## src/rtl/gpio_blink_pkg.sv

```systemverilog
package gpio_blink_pkg;
  localparam int unsigned NUM_SETS = 2;
  localparam int unsigned SET_W    = 1;
  localparam int unsigned ADDR_W   = SET_W + 3;
  localparam int unsigned SEL_BIT  = 2;   // 0: high-phase reg, 1: low-phase reg

  typedef enum logic {PH_LOW = 1'b0, PH_HIGH = 1'b1} phase_e;
endpackage

```

## src/rtl/blink_regs.sv

```systemverilog
module blink_regs
  import gpio_blink_pkg::*;
#(
  parameter int unsigned DUR_W = 32
) (
  input  logic                              clk_i,
  input  logic                              rst_ni,
  input  logic                              we_i,
  input  logic [ADDR_W-1:0]                 addr_i,
  input  logic [DUR_W-1:0]                  wdata_i,
  output logic [DUR_W-1:0]                  rdata_o,
  output logic [NUM_SETS-1:0][DUR_W-1:0]    on_dur_o,
  output logic [NUM_SETS-1:0][DUR_W-1:0]    off_dur_o
);
  logic [SET_W-1:0] set_idx;
  logic             sel_low;

  assign set_idx = addr_i[ADDR_W-1:3];
  assign sel_low = addr_i[SEL_BIT];

  for (genvar s = 0; s < NUM_SETS; s++) begin : g_set
    always_ff @(posedge clk_i or negedge rst_ni) begin
      if (!rst_ni) begin
        on_dur_o[s]  <= '0;
        off_dur_o[s] <= '0;
      end else if (we_i && set_idx == SET_W'(s)) begin
        if (sel_low) off_dur_o[s] <= wdata_i;
        else         on_dur_o[s]  <= wdata_i;
      end
    end
  end

  always_comb begin
    rdata_o = '0;
    for (int s = 0; s < NUM_SETS; s++) begin
      if (set_idx == SET_W'(s)) rdata_o = sel_low ? off_dur_o[s] : on_dur_o[s];
    end
  end
endmodule

```

## src/rtl/blink_timer.sv

```systemverilog
module blink_timer
  import gpio_blink_pkg::*;
#(
  parameter int unsigned DUR_W = 32
) (
  input  logic             clk_i,
  input  logic             rst_ni,
  input  logic [DUR_W-1:0] on_dur_i,
  input  logic [DUR_W-1:0] off_dur_i,
  output logic             wave_o,
  output logic             last_o
);
  phase_e           ph_q;
  logic [DUR_W-1:0] cnt_q;
  logic [DUR_W-1:0] on_len, off_len, next_len;

  // zero duration behaves as one cycle
  assign on_len   = (on_dur_i  == '0) ? DUR_W'(1) : on_dur_i;
  assign off_len  = (off_dur_i == '0) ? DUR_W'(1) : off_dur_i;
  assign next_len = (ph_q == PH_HIGH) ? off_len : on_len;

  always_ff @(posedge clk_i or negedge rst_ni) begin
    if (!rst_ni) begin
      ph_q  <= PH_HIGH;
      cnt_q <= '0;
    end else if (cnt_q == '0) begin
      ph_q  <= (ph_q == PH_HIGH) ? PH_LOW : PH_HIGH;
      cnt_q <= next_len - DUR_W'(1);
    end else begin
      cnt_q <= cnt_q - DUR_W'(1);
    end
  end

  assign wave_o = (ph_q == PH_HIGH);
  assign last_o = (cnt_q == '0);
endmodule

```

## src/rtl/blink_line_mux.sv

```systemverilog
module blink_line_mux
  import gpio_blink_pkg::*;
#(
  parameter int unsigned NUM_LINES = 32
) (
  input  logic [NUM_SETS-1:0]  wave_i,
  input  logic [NUM_LINES-1:0] out_en_i,
  input  logic [NUM_LINES-1:0] out_i,
  input  logic [NUM_LINES-1:0] blink_en_i,
  input  logic [NUM_LINES-1:0] blink_sel_i,
  output logic [NUM_LINES-1:0] pad_o
);
  for (genvar l = 0; l < NUM_LINES; l++) begin : g_line
    assign pad_o[l] = (out_en_i[l] & blink_en_i[l]) ? wave_i[blink_sel_i[l]] : out_i[l];
  end
endmodule

```

## src/rtl/gpio_blink_gen.sv

```systemverilog
module gpio_blink_gen
  import gpio_blink_pkg::*;
#(
  parameter int unsigned NUM_LINES = 32,
  parameter int unsigned DUR_W     = 32
) (
  input  logic                 clk_i,
  input  logic                 rst_ni,
  input  logic                 reg_we_i,
  input  logic [ADDR_W-1:0]    reg_addr_i,
  input  logic [DUR_W-1:0]     reg_wdata_i,
  output logic [DUR_W-1:0]     reg_rdata_o,
  input  logic [NUM_LINES-1:0] line_out_en_i,
  input  logic [NUM_LINES-1:0] line_out_i,
  input  logic [NUM_LINES-1:0] blink_en_i,
  input  logic [NUM_LINES-1:0] blink_sel_i,
  output logic [NUM_LINES-1:0] pad_o
);
  logic [NUM_SETS-1:0][DUR_W-1:0] on_dur, off_dur;
  logic [NUM_SETS-1:0]            wave, wave_last;

  blink_regs #(.DUR_W(DUR_W)) u_regs (
    .clk_i     (clk_i),
    .rst_ni    (rst_ni),
    .we_i      (reg_we_i),
    .addr_i    (reg_addr_i),
    .wdata_i   (reg_wdata_i),
    .rdata_o   (reg_rdata_o),
    .on_dur_o  (on_dur),
    .off_dur_o (off_dur)
  );

  for (genvar s = 0; s < NUM_SETS; s++) begin : g_timer
    blink_timer #(.DUR_W(DUR_W)) u_timer (
      .clk_i     (clk_i),
      .rst_ni    (rst_ni),
      .on_dur_i  (on_dur[s]),
      .off_dur_i (off_dur[s]),
      .wave_o    (wave[s]),
      .last_o    (wave_last[s])
    );
  end

  blink_line_mux #(.NUM_LINES(NUM_LINES)) u_mux (
    .wave_i      (wave),
    .out_en_i    (line_out_en_i),
    .out_i       (line_out_i),
    .blink_en_i  (blink_en_i),
    .blink_sel_i (blink_sel_i),
    .pad_o       (pad_o)
  );
endmodule

```

## config.mk

```make
export PLATFORM = sky130hd
export DESIGN_NAME = gpio_blink_gen
export DESIGN_NICKNAME = d
export VERILOG_FILES = /design/src/rtl/gpio_blink_pkg.sv /design/src/rtl/blink_regs.sv /design/src/rtl/blink_timer.sv /design/src/rtl/blink_line_mux.sv /design/src/rtl/gpio_blink_gen.sv
export SDC_FILE = /design/constraint.sdc
export NUM_CORES = 1
export LEC_CHECK = 0
export CORE_MARGIN = 2
export CORE_UTILIZATION = 45
export DETAILED_ROUTE_END_ITERATION = 8
export DONT_BUFFER_PORTS = 1
export GPL_TIMING_DRIVEN = 1
export PLACE_DENSITY = 0.63
export SYNTH_ARGS = -nofsm -noshare
export SYNTH_HDL_FRONTEND = slang
export SYNTH_SLANG_ARGS = --single-unit
```

## constraint.sdc

```tcl
create_clock -name clk_i -period 5.15 [get_ports clk_i]
set_input_delay 0.515 -clock clk_i [delete_from_list [all_inputs] [get_ports clk_i]]
set_output_delay 0.515 -clock clk_i [all_outputs]
set_load 0.01 [all_outputs]
```

==> impl_metrics.xml <==
<?xml version="1.0" encoding="UTF-8"?>
<metrics>
  <group name="run_status">
    <metric name="status" unit="">finished clean</metric>
  </group>
  <group name="setup_path">
    <metric name="worst-endpoint-required" unit="ns">5.53</metric>
    <metric name="timing.critical_path.to_type" unit="">flop</metric>
    <metric name="crit_path_start_kind" unit="">flop</metric>
    <metric name="cp.arrival" unit="ns">4.13</metric>
    <metric name="critical_path_peak_fanout" unit="">7</metric>
    <metric name="crit_type" unit="">reg2reg</metric>
  </group>
  <group name="sta">
    <metric name="hold_viol" unit="">0</metric>
    <metric name="report.final.slew_viol_count" unit="">0</metric>
    <metric name="grt_setup_unrepaired" unit="">no</metric>
    <metric name="final.min_clock_period" unit="ns">3.747</metric>
    <metric name="setup_viol_count_final" unit="">0</metric>
    <metric name="fin_tns_setup" unit="ns">0</metric>
    <metric name="max_transition_margin" unit="%">26.35</metric>
    <metric name="final_min_period_over_clock_period" unit="%">72.76</metric>
    <metric name="max_slew.worst_pin.slew" unit="ns">1.105</metric>
    <metric name="holdWs" unit="ns">0.1171</metric>
    <metric name="final.setup_skew" unit="ns">0.01193</metric>
    <metric name="max_clock_freq" unit="MHz">266.9</metric>
  </group>
  <group name="routing">
    <metric name="ant_nets" unit="">0</metric>
    <metric name="detail_route.first_pass.iterations" unit="">5</metric>
    <metric name="wl" unit="um">38260</metric>
    <metric name="wl_per_cell" unit="um">28.01</metric>
    <metric name="met1_length" unit="um">15320</metric>
    <metric name="topRoutingLayerUsed" unit="">met4</metric>
    <metric name="dr_wl_met2" unit="um">19260</metric>
    <metric name="vias" unit="">9089</metric>
    <metric name="detailedRoute.firstIterationViolations" unit="">805</metric>
    <metric name="avgViaCountPerCell" unit="">6.654</metric>
    <metric name="remaining_drc_errors" unit="">0</metric>
    <metric name="routed_met3_length" unit="um">2521</metric>
  </group>
  <group name="synthesis">
    <metric name="synth_ff_type" unit="">dfrtp_1</metric>
    <metric name="synthesis.area" unit="mm^2">0.01152</metric>
    <metric name="async_flop_share" unit="%">100.0</metric>
    <metric name="postSynthAreaPerCell" unit="um^2">11.10</metric>
    <metric name="synth_sequential_area_ratio" unit="%">42.17</metric>
    <metric name="synth_edf_count" unit="">0</metric>
    <metric name="synth.largest_area_cell" unit="">dfrtp_1</metric>
    <metric name="yosys.area.top_type_share" unit="%">41.71</metric>
    <metric name="mappedNetlistNets" unit="">1207</metric>
    <metric name="synth_cell_type_count" unit="">74</metric>
    <metric name="yosysWarningCount" unit="">0</metric>
    <metric name="post_synth_main_area_contributors" unit="">dfrtp_1 (42%), mux2_2 (15%), mux4_2 (6.3%)</metric>
    <metric name="synth_seq_cells" unit="">194</metric>
    <metric name="syn-instance-count" unit="">1038</metric>
  </group>
  <group name="clock_tree">
    <metric name="htree_num_levels" unit="">4</metric>
    <metric name="clockRootBuffer" unit="">clkbuf_16</metric>
    <metric name="worst_skew_pair.late_latency" unit="ns">0.44</metric>
    <metric name="number_of_clock_sinks" unit="">194</metric>
    <metric name="numCtsBuffers" unit="">17</metric>
    <metric name="cts.path.max_buffers" unit="">2</metric>
    <metric name="tritoncts" unit="">yes</metric>
    <metric name="worst_setup_hold_path_clk_slew" unit="ns">0.08</metric>
  </group>
  <group name="floorplan">
    <metric name="effective_utilization_at_floorplan" unit="%">45.74</metric>
    <metric name="placementRows" unit="">58</metric>
    <metric name="die_area" unit="mm^2">0.02689</metric>
    <metric name="dieHeight" unit="um">164.0</metric>
    <metric name="die_span_in_x" unit="um">164.0</metric>
    <metric name="placeableCoreArea" unit="mm^2">0.02518</metric>
    <metric name="boundaryPins" unit="">231</metric>
  </group>
  <group name="layout">
    <metric name="design.final.nets" unit="">1191</metric>
    <metric name="layout_common_cells" unit="">dfrtp_1 (192), mux2_2 (156), a21oi_1 (78)</metric>
    <metric name="areaGrowthSynthToFinish" unit="%">8.146</metric>
    <metric name="layout.cells.most_common" unit="">dfrtp_1</metric>
    <metric name="layout-drive-gt1-share" unit="%">25.60</metric>
    <metric name="instances_no_fill" unit="">1366</metric>
  </group>
  <group name="power_and_ir_drop">
    <metric name="finalPower" unit="uW">4769</metric>
    <metric name="reported_leakage_power" unit="uW">0.004874</metric>
    <metric name="vdd_drop_max" unit="V">0.0002388</metric>
    <metric name="powerDensity" unit="mW/mm^2">382.9</metric>
  </group>
  <group name="place">
    <metric name="detailed_placement_hpwl" unit="um">28660</metric>
    <metric name="place.port_buffers" unit="">0</metric>
    <metric name="gp_congestion" unit="">0.9239</metric>
    <metric name="placed_cells" unit="">1332</metric>
  </group>
  <group name="flow_run">
    <metric name="maxCapViolations" unit="">0</metric>
  </group>
  <group name="global_route">
    <metric name="grt_start_max_net_pins" unit="">195</metric>
    <metric name="grt_pass1_vias" unit="">8837</metric>
    <metric name="globalRoute.totalOverflow" unit="">0</metric>
    <metric name="globalRouteTotalUtil" unit="%">28.67</metric>
    <metric name="grt_pass1_wl" unit="um">56290</metric>
    <metric name="number_of_antenna_violations_at_the_first_check_in_global_routing" unit="">2</metric>
  </group>
  <group name="min_path">
    <metric name="hold_class" unit="">in2async</metric>
  </group>
</metrics>
[sequential cells by signal (all words and copies together) (netlist names)]
| name | cells |
|---|---|
| g_timer.u_timer.cnt_q | 64 |
| g_timer.u_timer.wave_o | 2 |
| u_regs.off_dur_o | 64 |
| u_regs.on_dur_o | 64 |
[cell type report]
type / instances / area, um^2
fill: 2276 / 12720
multi-input combinational: 790 / 6457
sequential: 194 / 4857
clock buffer: 18 / 439.2
tap: 330 / 412.9
clock inverter: 14 / 147.6
timing repair buffer: 13 / 117.6
inverter: 6 / 22.52
antenna: 1 / 2.502
[logic make-up after synthesis]
kind of cell               synth area share (%)
xor gates and xnor gates                  3.574
adders and majority gates                0.2172
and+or+nand+nor                           14.27
muxes                                     25.94
DFF                                       42.17
buffers and inverters                     1.858
AOI/OAI and AO/OA                         11.97
[layer usage]
metal  vias up  track usage (%)
met2       420            49.33
li1       4004                -
met5         -                0
met3        56            5.051
met1      4609            36.16
met4         0            10.73
[worst max-delay path, stage by stage, from the launching register on]
cell      delay [ns]
dfrtp_1         0.45
or4_4           0.58
or3_4           0.42
nor3_4          0.37
a31oi_1         0.18
ha_1            0.27
nand2b_1        0.16
nor2_1          0.09
mux2i_1         0.41
nor3_1          0.18
nand3_1         0.17
mux2_2          0.34
nand2_1         0.05
[repair_timing]
item / 4_1_cts / 5_1_grt
buffers inserted: 0 / 0
hold buffers: 1 / 0
gates resized for setup: 0 / 0
hold endpoints to repair: 194 / 0
[through the flow]
stage / worst slack [ns] / util [%] / cell area, um^2
after global routing: 1.185 / 49.47 / 12460
after detailed placement: 1.511 / 47.02 / 11840
final: 1.403 / 49.47 / 12460
after global placement: 1.545 / 47.02 / 11840
after CTS: 1.483 / 49.46 / 12450
after floorplan: 1.539 / - / 11520
[cells in the mapped netlist (4+ instances only)]
master / number
a211oi_1: 7
buf_1: 13
nand2b_1: 6
o21ai_0: 28
a21oi_1: 78
a211o_1: 5
and3_1: 4
a31oi_1: 39
nor2b_1: 7
inv_1: 6
o31ai_1: 5
nand4_1: 11
nor3_1: 40
nor2_1: 54
and2_1: 7
mux2_2: 156
a21o_1: 7
clkbuf_1: 28
mux2i_1: 51
or4_1: 6
xor2_1: 17
mux4_2: 32
dfrtp_1: 192
and4_1: 4
o211ai_1: 4
o21a_1: 4
nand2_1: 33
xnor2_1: 30
nor3b_1: 5
buf_2: 6
or3_1: 14
nor4_1: 42
nor3_2: 5
nand3_1: 20
a221oi_1: 10
[power breakdown]
group	internal, uW	leakage (uW)	switching, uW
Clock	698	0.000282	644
Sequential	1850	0.00232	471
Combinational	554	0.00227	551
[final timing paths]
path	to	slack, ns	cells past startpoint	startpoint
worst min-delay path	g_timer[1].u_timer.cnt_q[24]	0.12	1	rst_ni
worst max register to register	g_timer[0].u_timer.cnt_q[26]	1.40	12	g_timer[0].u_timer.cnt_q[3]
worst max-delay path	g_timer[0].u_timer.cnt_q[26]	1.40	12	g_timer[0].u_timer.cnt_q[3]
max in group asynchronous	g_timer[0].u_timer.cnt_q[2]	4.23	1	rst_ni
worst min register to register	g_timer[1].u_timer.cnt_q[0]	0.47	1	g_timer[1].u_timer.cnt_q[0]
min in group clk_i	u_regs.off_dur_o[22]	0.22	1	reg_wdata_i[22]
(Power assumes the default switching activity.)
